## config.mk

```make
export PLATFORM = sky130hd
export DESIGN_NAME = pkt_buf_mmu
export DESIGN_NICKNAME = d
export VERILOG_FILES = /design/src/rtl/mmu_pkg.sv /design/src/rtl/mmu_pkt_fifo.sv /design/src/rtl/mmu_cmd_reg.sv /design/src/rtl/mmu_page_pool.sv /design/src/rtl/pkt_buf_mmu.sv
export SDC_FILE = /design/constraint.sdc
export NUM_CORES = 1
export LEC_CHECK = 0
export ABC_AREA = 1
export BUFFER_PORTS_ARGS = -buffer_cell sky130_fd_sc_hd__buf_2
export CAP_MARGIN = 10
export CORE_ASPECT_RATIO = 1.75
export CORE_MARGIN = 10
export CORE_UTILIZATION = 55
export DETAILED_ROUTE_END_ITERATION = 6
export PLACE_DENSITY = 0.72
export SETUP_SLACK_MARGIN = 0.15
export SYNTH_ARGS = -nofsm -noshare
export SYNTH_HDL_FRONTEND = slang
export SYNTH_HIERARCHICAL = 1
export SYNTH_SLANG_ARGS = --single-unit
```

## constraint.sdc

```tcl
create_clock -name clk -period 23.4 [get_ports clk]
set_input_delay 3.51 -clock clk [delete_from_list [all_inputs] [get_ports clk]]
set_output_delay 3.51 -clock clk [all_outputs]
set_load 0.005 [all_outputs]
```

## src/rtl/mmu_pkg.sv

```systemverilog
package mmu_pkg;
  localparam int PKT_W = 6;
  localparam int PGF_W = 3;
  localparam int CNT_W = PGF_W + 1;

  typedef enum logic [2:0] {
    OP_NOP     = 3'd0,
    OP_ALLOC   = 3'd1,
    OP_RESET   = 3'd2,
    OP_RSVD    = 3'd3,
    OP_RX_DROP = 3'd4,
    OP_RX_FREE = 3'd5,
    OP_TX_ENQ  = 3'd6,
    OP_TX_RST  = 3'd7
  } mmu_op_e;
endpackage

```

## src/rtl/mmu_pkt_fifo.sv

```systemverilog
module mmu_pkt_fifo #(
  parameter int DEPTH = 16,
  parameter int W     = 6
) (
  input  logic         clk,
  input  logic         rst_n,
  input  logic         clr,
  input  logic         push,
  input  logic [W-1:0] din,
  input  logic         pop,
  output logic [W-1:0] dout,
  output logic         empty
);
  localparam int PTR_W = $clog2(DEPTH);
  localparam int CW    = $clog2(DEPTH + 1);

  logic [DEPTH-1:0][W-1:0] mem_q, mem_n;
  logic [PTR_W-1:0] wp_q, wp_n, rp_q, rp_n;
  logic [CW-1:0]    cnt_q, cnt_n;
  logic             do_push, do_pop;

  assign empty = (cnt_q == '0);
  assign dout  = empty ? '0 : mem_q[rp_q];

  always_comb begin
    do_push = push && (cnt_q != CW'(DEPTH));
    do_pop  = pop && !empty;
    mem_n   = mem_q;
    wp_n    = wp_q;
    rp_n    = rp_q;
    cnt_n   = cnt_q;
    if (clr) begin
      wp_n  = '0;
      rp_n  = '0;
      cnt_n = '0;
    end else begin
      if (do_push) begin
        mem_n[wp_q] = din;
        wp_n = (wp_q == PTR_W'(DEPTH - 1)) ? '0 : wp_q + 1'b1;
      end
      if (do_pop)
        rp_n = (rp_q == PTR_W'(DEPTH - 1)) ? '0 : rp_q + 1'b1;
      if (do_push && !do_pop)      cnt_n = cnt_q + 1'b1;
      else if (do_pop && !do_push) cnt_n = cnt_q - 1'b1;
    end
  end

  always_ff @(posedge clk or negedge rst_n) begin
    if (!rst_n) begin
      mem_q <= '0;
      wp_q  <= '0;
      rp_q  <= '0;
      cnt_q <= '0;
    end else begin
      mem_q <= mem_n;
      wp_q  <= wp_n;
      rp_q  <= rp_n;
      cnt_q <= cnt_n;
    end
  end


  fifo_empty_hold_chk: assert property (@(posedge clk) disable iff (!rst_n)
    (empty && !push) |=> empty);


  fifo_bound_chk: assert property (@(posedge clk) disable iff (!rst_n)
    cnt_q <= CW'(DEPTH));
endmodule

```

## src/rtl/mmu_cmd_reg.sv

```systemverilog
module mmu_cmd_reg
  import mmu_pkg::*;
(
  input  logic       clk,
  input  logic       rst_n,
  input  logic       wr,
  input  logic [7:0] wdata,
  output logic [7:0] rdata,
  output logic       exec,
  output mmu_op_e    op,
  output logic [CNT_W-1:0] pages
);
  logic [7:0] cmd_q, cmd_n;
  logic       busy_q, busy_n;

  always_comb begin
    cmd_n  = cmd_q;
    busy_n = 1'b0;
    if (wr && !busy_q) begin
      cmd_n  = wdata;
      busy_n = 1'b1;
    end
  end

  always_ff @(posedge clk or negedge rst_n) begin
    if (!rst_n) begin
      cmd_q  <= '0;
      busy_q <= 1'b0;
    end else begin
      cmd_q  <= cmd_n;
      busy_q <= busy_n;
    end
  end

  assign rdata = {cmd_q[7:1], busy_q};
  assign exec  = busy_q;
  assign op    = mmu_op_e'(cmd_q[7:5]);
  assign pages = {1'b0, cmd_q[PGF_W-1:0]} + 1'b1;


  busy_one_cycle_chk: assert property (@(posedge clk) disable iff (!rst_n)
    busy_q |=> !busy_q);
endmodule

```

## src/rtl/mmu_page_pool.sv

```systemverilog
module mmu_page_pool
  import mmu_pkg::*;
#(
  parameter int NUM_PKTS    = 16,
  parameter int TOTAL_PAGES = 32,
  parameter int NFREE       = 3
) (
  input  logic                         clk,
  input  logic                         rst_n,
  input  logic                         clear,
  input  logic                         a_req,
  input  logic [CNT_W-1:0]             a_pages,
  input  logic                         b_req,
  input  logic [CNT_W-1:0]             b_pages,
  output logic                         a_grant,
  output logic                         b_grant,
  output logic [PKT_W-1:0]             grant_pkt,
  input  logic [NFREE-1:0]             free_v,
  input  logic [NFREE-1:0][PKT_W-1:0]  free_pkt,
  output logic [7:0]                   free_pages
);
  localparam int SLOT_W = $clog2(NUM_PKTS);

  logic [NUM_PKTS-1:0]            valid_q, valid_n, clr_mask, set_mask;
  logic [NUM_PKTS-1:0][CNT_W-1:0] pg_q, pg_n;
  logic [7:0]                     free_q, free_n, ret_pages;
  logic [CNT_W-1:0]               take;
  logic                           slot_found;
  logic [SLOT_W-1:0]              slot_idx;

  always_comb begin
    slot_found = 1'b0;
    slot_idx   = '0;
    for (int s = NUM_PKTS - 1; s >= 0; s--) begin
      if (!valid_q[s]) begin
        slot_found = 1'b1;
        slot_idx   = SLOT_W'(s);
      end
    end
  end

  assign a_grant   = a_req && slot_found && (free_q >= 8'(a_pages));
  assign b_grant   = b_req && !a_req && slot_found && (free_q >= 8'(b_pages));
  assign grant_pkt = PKT_W'(slot_idx);
  assign take      = a_grant ? a_pages : (b_grant ? b_pages : '0);

  always_comb begin
    logic hit;
    ret_pages = '0;
    for (int s = 0; s < NUM_PKTS; s++) begin
      hit = 1'b0;
      for (int k = 0; k < NFREE; k++)
        hit = hit | (free_v[k] && (free_pkt[k] == PKT_W'(s)));
      clr_mask[s] = valid_q[s] && hit;
      set_mask[s] = (a_grant || b_grant) && (slot_idx == SLOT_W'(s));
      if (clr_mask[s]) ret_pages = ret_pages + 8'(pg_q[s]);
    end
  end

  always_comb begin
    valid_n = valid_q;
    pg_n    = pg_q;
    free_n  = free_q;
    if (clear) begin
      valid_n = '0;
      free_n  = 8'(TOTAL_PAGES);
    end else begin
      valid_n = (valid_q & ~clr_mask) | set_mask;
      free_n  = free_q + ret_pages - 8'(take);
      for (int s = 0; s < NUM_PKTS; s++)
        if (set_mask[s]) pg_n[s] = take;
    end
  end

  always_ff @(posedge clk or negedge rst_n) begin
    if (!rst_n) begin
      valid_q <= '0;
      pg_q    <= '0;
      free_q  <= 8'(TOTAL_PAGES);
    end else begin
      valid_q <= valid_n;
      pg_q    <= pg_n;
      free_q  <= free_n;
    end
  end

  assign free_pages = free_q;


  free_in_range_chk: assert property (@(posedge clk) disable iff (!rst_n)
    free_q <= 8'(TOTAL_PAGES));


  pool_idle_full_chk: assert property (@(posedge clk) disable iff (!rst_n)
    (valid_q == '0) |-> (free_q == 8'(TOTAL_PAGES)));


  single_grant_chk: assert property (@(posedge clk) disable iff (!rst_n)
    !(a_grant && b_grant));
endmodule

```

## src/rtl/pkt_buf_mmu.sv

```systemverilog
module pkt_buf_mmu
  import mmu_pkg::*;
#(
  parameter int NUM_PKTS    = 16,
  parameter int TOTAL_PAGES = 32,
  parameter int FIFO_DEPTH  = 16
) (
  input  logic       clk,
  input  logic       rst_n,
  input  logic       cmd_wr,
  input  logic [7:0] cmd_wdata,
  output logic [7:0] cmd_rdata,
  input  logic [5:0] enq_pkt,
  input  logic       auto_release,
  output logic [7:0] alloc_result,
  output logic       alloc_done,
  output logic [15:0] fifo_ports,
  output logic [15:0] mem_info,
  output logic [5:0] txq_pkt,
  output logic       txq_valid,
  input  logic       tx_pop,
  input  logic       tx_done,
  input  logic       tx_ok,
  input  logic [5:0] tx_done_pkt,
  input  logic       comp_pop,
  input  logic       rx_req,
  input  logic [2:0] rx_pages_m1,
  output logic       rx_drop
);
  localparam int NFREE = 3;

  logic [1:0] rst_sync_q;
  logic       rst_i;

  always_ff @(posedge clk or negedge rst_n) begin
    if (!rst_n) rst_sync_q <= '0;
    else        rst_sync_q <= {rst_sync_q[0], 1'b1};
  end
  assign rst_i = rst_sync_q[1];

  logic             exec;
  mmu_op_e          op;
  logic [CNT_W-1:0] cmd_pages;

  mmu_cmd_reg u_cmd (
    .clk(clk), .rst_n(rst_i), .wr(cmd_wr), .wdata(cmd_wdata),
    .rdata(cmd_rdata), .exec(exec), .op(op), .pages(cmd_pages)
  );

  logic ex_alloc, ex_reset, ex_rxdrop, ex_rxfree, ex_enq, ex_txrst;
  assign ex_alloc  = exec && (op == OP_ALLOC);
  assign ex_reset  = exec && (op == OP_RESET);
  assign ex_rxdrop = exec && (op == OP_RX_DROP);
  assign ex_rxfree = exec && (op == OP_RX_FREE);
  assign ex_enq    = exec && (op == OP_TX_ENQ);
  assign ex_txrst  = exec && (op == OP_TX_RST);

  logic             pend_q, pend_n;
  logic [CNT_W-1:0] pend_pg_q, pend_pg_n;
  logic [7:0]       res_q, res_n;
  logic             done_q, done_n, drop_q, drop_n;

  logic             a_req, b_req, a_grant, b_grant;
  logic [CNT_W-1:0] b_pages, rx_pages;
  logic [PKT_W-1:0] grant_pkt;
  logic [7:0]       free_pages;

  logic [PKT_W-1:0] rx_head, comp_head;
  logic             rx_empty, comp_empty, txq_empty;
  logic [NFREE-1:0]            free_v;
  logic [NFREE-1:0][PKT_W-1:0] free_pkt;
  logic             auto_free;

  assign rx_pages = {1'b0, rx_pages_m1} + 1'b1;
  assign a_req    = rx_req && !ex_reset;
  assign b_req    = !ex_reset && (ex_alloc || pend_q);
  assign b_pages  = ex_alloc ? cmd_pages : pend_pg_q;
  assign auto_free = tx_done && tx_ok && auto_release;

  assign free_v[0]   = ex_rxfree && !rx_empty;
  assign free_pkt[0] = rx_head;
  assign free_v[1]   = comp_pop && !comp_empty;
  assign free_pkt[1] = comp_head;
  assign free_v[2]   = auto_free;
  assign free_pkt[2] = tx_done_pkt;

  mmu_page_pool #(
    .NUM_PKTS(NUM_PKTS), .TOTAL_PAGES(TOTAL_PAGES), .NFREE(NFREE)
  ) u_pool (
    .clk(clk), .rst_n(rst_i), .clear(ex_reset),
    .a_req(a_req), .a_pages(rx_pages), .b_req(b_req), .b_pages(b_pages),
    .a_grant(a_grant), .b_grant(b_grant), .grant_pkt(grant_pkt),
    .free_v(free_v), .free_pkt(free_pkt), .free_pages(free_pages)
  );

  mmu_pkt_fifo #(.DEPTH(FIFO_DEPTH), .W(PKT_W)) u_txq (
    .clk(clk), .rst_n(rst_i), .clr(ex_reset || ex_txrst),
    .push(ex_enq), .din(enq_pkt), .pop(tx_pop),
    .dout(txq_pkt), .empty(txq_empty)
  );

  mmu_pkt_fifo #(.DEPTH(FIFO_DEPTH), .W(PKT_W)) u_comp (
    .clk(clk), .rst_n(rst_i), .clr(ex_reset || ex_txrst),
    .push(tx_done && !auto_free), .din(tx_done_pkt), .pop(comp_pop),
    .dout(comp_head), .empty(comp_empty)
  );

  mmu_pkt_fifo #(.DEPTH(FIFO_DEPTH), .W(PKT_W)) u_rxf (
    .clk(clk), .rst_n(rst_i), .clr(ex_reset),
    .push(a_grant), .din(grant_pkt), .pop(ex_rxdrop || ex_rxfree),
    .dout(rx_head), .empty(rx_empty)
  );

  always_comb begin
    pend_n    = pend_q;
    pend_pg_n = pend_pg_q;
    res_n     = res_q;
    done_n    = 1'b0;
    drop_n    = 1'b0;
    if (ex_reset) begin
      pend_n = 1'b0;
      res_n  = 8'h80;
    end else begin
      drop_n = rx_req && !a_grant;
      if (b_grant) begin
        pend_n = 1'b0;
        res_n  = {2'b00, grant_pkt};
        done_n = 1'b1;
      end else if (ex_alloc) begin
        pend_n    = 1'b1;
        pend_pg_n = cmd_pages;
        res_n     = 8'h80;
      end
    end
  end

  always_ff @(posedge clk or negedge rst_i) begin
    if (!rst_i) begin
      pend_q    <= 1'b0;
      pend_pg_q <= '0;
      res_q     <= 8'h80;
      done_q    <= 1'b0;
      drop_q    <= 1'b0;
    end else begin
      pend_q    <= pend_n;
      pend_pg_q <= pend_pg_n;
      res_q     <= res_n;
      done_q    <= done_n;
      drop_q    <= drop_n;
    end
  end

  assign alloc_result = res_q;
  assign alloc_done   = done_q;
  assign rx_drop      = drop_q;
  assign txq_valid    = !txq_empty;
  assign mem_info     = {free_pages, 8'(TOTAL_PAGES)};
  assign fifo_ports   = {rx_empty, 1'b0, rx_head, comp_empty, 1'b0, comp_head};


  done_has_pkt_chk: assert property (@(posedge clk) disable iff (!rst_i)
    alloc_done |-> !alloc_result[7]);


  mmu_reset_chk: assert property (@(posedge clk) disable iff (!rst_i)
    ex_reset |=> (mem_info[15:8] == 8'(TOTAL_PAGES)) && (fifo_ports == 16'h8080)
                 && !txq_valid && (alloc_result == 8'h80));


  txrst_pages_chk: assert property (@(posedge clk) disable iff (!rst_i)
    (ex_txrst && !tx_done && !comp_pop && !rx_req && !pend_q) |=> $stable(free_pages));
endmodule

```

==> summary.md <==
| Metric | Value |
|---|---|
| Detailed router's first-iteration violation count | 1774 |
| Sequential fraction of design power | between 30% and 40% |
| Synthesis-to-finish area growth | 7.89% |
| WL/cell | between 15 and 20 um |
| Longest individual stage delay on the worst path | about 0.5 ns |
| Synth Cell Area | ~27000 sq um |
| Layout Cell Area excl Fill | between 20000 and 30000 sq um |
| Worst path most repeated cell | sky130_fd_sc_hd__nand2_1 |
| Root Driver | sky130_fd_sc_hd__clkbuf_16 |
| Power Internal | approximately 1.9 mW |
| Number of port buffers | 77 |
| Boundary pin count | ~90 |
| PostCTS Resize Cnt | 0 |
| Clock latency on the worst-skew pair | a little under 0.6 ns |
| Arr. time, crit path | 18.47 ns |
| Total routed wirelength | between 70000 and 80000 um |
| Commonest cells after routing, fill and taps aside | sky130_fd_sc_hd__nand2_1 (1058), sky130_fd_sc_hd__inv_1 (507), sky130_fd_sc_hd__o21ai_0 (482), sky130_fd_sc_hd__dfrtp_1 (437), sky130_fd_sc_hd__nand3_1 (314) |
| Number of buffers created by CTS | 43 |
| Run status | complete, no violations |
| Setup violations, final | 0 |
| Synthesized area per cell | about 7.4 sq um |
| Global-route wire length before repair | approximately 120000 um |
| Post-route DRC violation count | 0 |
| Detailed placement HPWL | about 53000 um |
| Total congestion overflow | 0 |
| Effective utilization at floorplan | roughly 55% |
| Net Switching | 1.46 mW |
| Period minus WS final | between 15 and 20 ns |
| Number of optimization iterations in the first detailed-route pass | 6 |
| Pwr per Cell Area | around 120 nW/um^2 |
| Number of register bits inferred by synthesis | 440 |
| Min-delay worst type | reg2async |
| Maximum fanout count along the critical path | 5 |
| RSZ-0062 raised after global routing | false |
| Share of total power in the clock network | around 22% |
| Overall die height | 313 um |
| Critical path's slowest cell | sky130_fd_sc_hd__fa_1 |
| Timing-limited maximum frequency | approximately 56 MHz |
| Classification of the worst setup path | in2reg |
| Maximum number of pins on one net before global-route repair | around 80 |
| Ratio of final minimum period to clock period | between 70% and 80% |
| Crit end category | register |
| Proportion of register bits with asynchronous set or reset after synthesis | 100% |
| Antenna violation net count after detailed routing | 0 |
| Comb power frac | about 43% |
| Number of antenna cells inserted | 0 |
| Horizontal extent of the die | around 190 um |
| CTS tree | done |
| Count of max-cap constraint violations | 0 |
| Via-to-Cell Ratio | 5.48 |
| Clock tree sinks | between 400 and 500 |
| Post CTS Setup Buffer Count | 0 |
| Commonest non-fill, non-tap cell in the layout | sky130_fd_sc_hd__nand2_1 |
| Count of flip-flops with a built-in enable after synthesis | 0 |
| Site row count | about 110 |
| Cell count after synthesis | 3641 |
| Sequential fraction of the synthesis area | 40.7% |
| Depth of the CTS H-tree | 2 |
| Clock input transition at the sequential cells of the worst setup and hold paths | roughly 0.06 ns |
| Vias in the first global route | ~23000 |
| Total routing usage reported by global routing | between 20 and 25% |
| Final clock skew | about 0.022 ns |
| Max Buffers Root-to-Sink | 3 |
| Die ar. | 58800 sq um |
| Static leakage | 14.6 nW |
| Maximum ir drop on the vdd rail | between 0.00006 and 0.00007 V |
| Area of the core | a little under 50000 sq um |
| Vias | 23776 |
| CTS hold repair buffers | 0 |
| Total Neg Setup Slack | 0 ns |
| Slew Viols, Final | 0 |
| Endpoint required time on the critical path | approximately 24 ns |
| Count of yosys warnings during synthesis | 6 |
| Number of nets in the final layout | roughly 3800 |
| Worst slew margin | between 10 and 15% |
| Share of post-route cells with drive strength above 1 | about a tenth |
| Primary FF master, synth | sky130_fd_sc_hd__dfrtp_1 |
| Proportion of total power due to net switching | between 40% and 50% |
| Number of antenna violations at the first check in global routing | 0 |
| Gpl congestion | 0.936 |
| Launching element type of the critical path | input port |
| Cell area after placement | 27700 sq um |
| Transition at the pin with the smallest max-transition slack | about 1.3 ns |
| Final hold vios | 0 |
| Library cells used by synthesis | 48 |
-- per-stage QoR --
stage	util [%]	setup WS (ns)	total power [mW]	hold WS, ns	cells
after floorplan	-	6.20	2.17	0.331	3652
after global placement	56.8	5.24	2.58	0.323	4260
after detailed placement	56.8	5.02	2.61	0.319	4260
after CTS	59.9	5.51	3.37	0.321	4337
after global routing	59.9	4.45	3.63	0.349	4337
final	59.9	5.43	3.37	0.304	4337
-- final cells by class --
| cell class | count | area [sq um] |
|---|---|---|
| clock buffer | 56 | 1180 |
| clock inverter | 21 | 325 |
| fill | 4647 | 19600 |
| inverter | 522 | 1960 |
| multi-input combinational | 2544 | 13300 |
| sequential | 440 | 11000 |
| tap | 654 | 818 |
| timing repair buffer | 100 | 558 |
-- path summary, 6_finish.rpt --
check,start,endpoint,slack (ns),cells past startpoint
worst max-delay path,tx_done,u_pool/free_pages[7],5.43,78
worst min register to register,rst_sync_q[1],u_rxf/mem_q[37],0.30,0
min in group clk,rst_sync_q[0],rst_sync_q[1],0.35,0
worst min-delay path,rst_sync_q[1],u_rxf/mem_q[37],0.30,0
worst max register to register,u_rxf/rp_q[0],u_pool/free_pages[7],6.36,84
max in group asynchronous,rst_n,rst_sync_q[1],20.58,1
-- layer usage --
layer | share of wire (%) | vias up | GRT usage [%]
met4 | 5.6 | 0 | 13.9
met2 | 53 | 690 | 45.6
met1 | 37 | 11271 | 26.9
li1 | - | 11613 | -
met3 | 4.5 | 202 | 2.87
met5 | 0 | - | 0
-- synthesized netlist by cell type (4+ instances only) --
library cell,count,area [sq um]
sky130_fd_sc_hd__clkbuf_1,49,184
sky130_fd_sc_hd__buf_2,37,185
sky130_fd_sc_hd__nor2_2,42,263
sky130_fd_sc_hd__nor2_1,118,443
sky130_fd_sc_hd__nor2_4,10,113
sky130_fd_sc_hd__nor4_1,5,31.3
sky130_fd_sc_hd__nand3b_1,8,60.1
sky130_fd_sc_hd__nor2_8,4,80.1
sky130_fd_sc_hd__nand2_1,1058,3970
sky130_fd_sc_hd__nor3_1,12,60.1
sky130_fd_sc_hd__fa_1,22,440
sky130_fd_sc_hd__buf_4,56,420
sky130_fd_sc_hd__and2_1,10,62.6
sky130_fd_sc_hd__o21ai_1,6,30.0
sky130_fd_sc_hd__o22ai_1,9,56.3
sky130_fd_sc_hd__nand2_4,24,270
sky130_fd_sc_hd__o31ai_1,13,97.6
sky130_fd_sc_hd__o21a_1,4,30.0
sky130_fd_sc_hd__inv_2,12,45.0
sky130_fd_sc_hd__dfrtp_1,438,11000
sky130_fd_sc_hd__nand3_2,21,210
sky130_fd_sc_hd__inv_1,507,1900
sky130_fd_sc_hd__a21oi_1,108,541
sky130_fd_sc_hd__nand3_1,314,1570
sky130_fd_sc_hd__a31oi_1,5,31.3
sky130_fd_sc_hd__ha_1,109,1360
sky130_fd_sc_hd__xor2_1,26,228
sky130_fd_sc_hd__or2_2,17,106
sky130_fd_sc_hd__nand4_1,17,106
sky130_fd_sc_hd__o21ai_0,482,2410
sky130_fd_sc_hd__a211oi_1,11,82.6
sky130_fd_sc_hd__nand2_2,34,213
sky130_fd_sc_hd__o211ai_1,20,150
sky130_fd_sc_hd__xnor2_1,9,78.8
-- cells by family (layout without fill, tap and decap cells) --
family | Yosys count | count (layout) | synth area share, %
other cells | 3 | 14 | 0.0416
buf+inv | 668 | 699 | 10.3
compound gates | 666 | 666 | 12.9
flops | 440 | 440 | 40.7
fa+ha+maj | 131 | 131 | 6.67
simple gates | 1698 | 1698 | 28.2
xor+xnor | 35 | 35 | 1.13
-- power by group through the flow --
stage | clock network, mW | registers (mW) | logic [mW]
global placement | 0 | 1.16 | 1.41
finish | 0.750 | 1.16 | 1.46
floorplan | 0 | 1.14 | 1.03
global route | 0.788 | 1.19 | 1.65
detailed placement | 0 | 1.17 | 1.44
CTS | 0.762 | 1.16 | 1.45
-- registers in the layout, indices dropped and copies added (netlist names), 7 cells and up --
signal and cells:
u_txq/mem_q 96, u_cmd/cmd_q 8, u_comp/mem_q 96, u_pool/free_pages 8, alloc_result 7, u_rxf/mem_q 96
u_pool/valid_q 16, u_pool/pg_q 64
-- critical path: cells and delay by family --
kind | cells | cell delay [ns]
AOI/OAI and AO/OA | 9 | 1.40
buffers and inverters | 11 | 0.74
adders and majority gates | 18 | 7.66
and+or+nand+nor | 38 | 4.86
xor gates and xnor gates | 2 | 0.33
(Power assumes the default switching activity.)
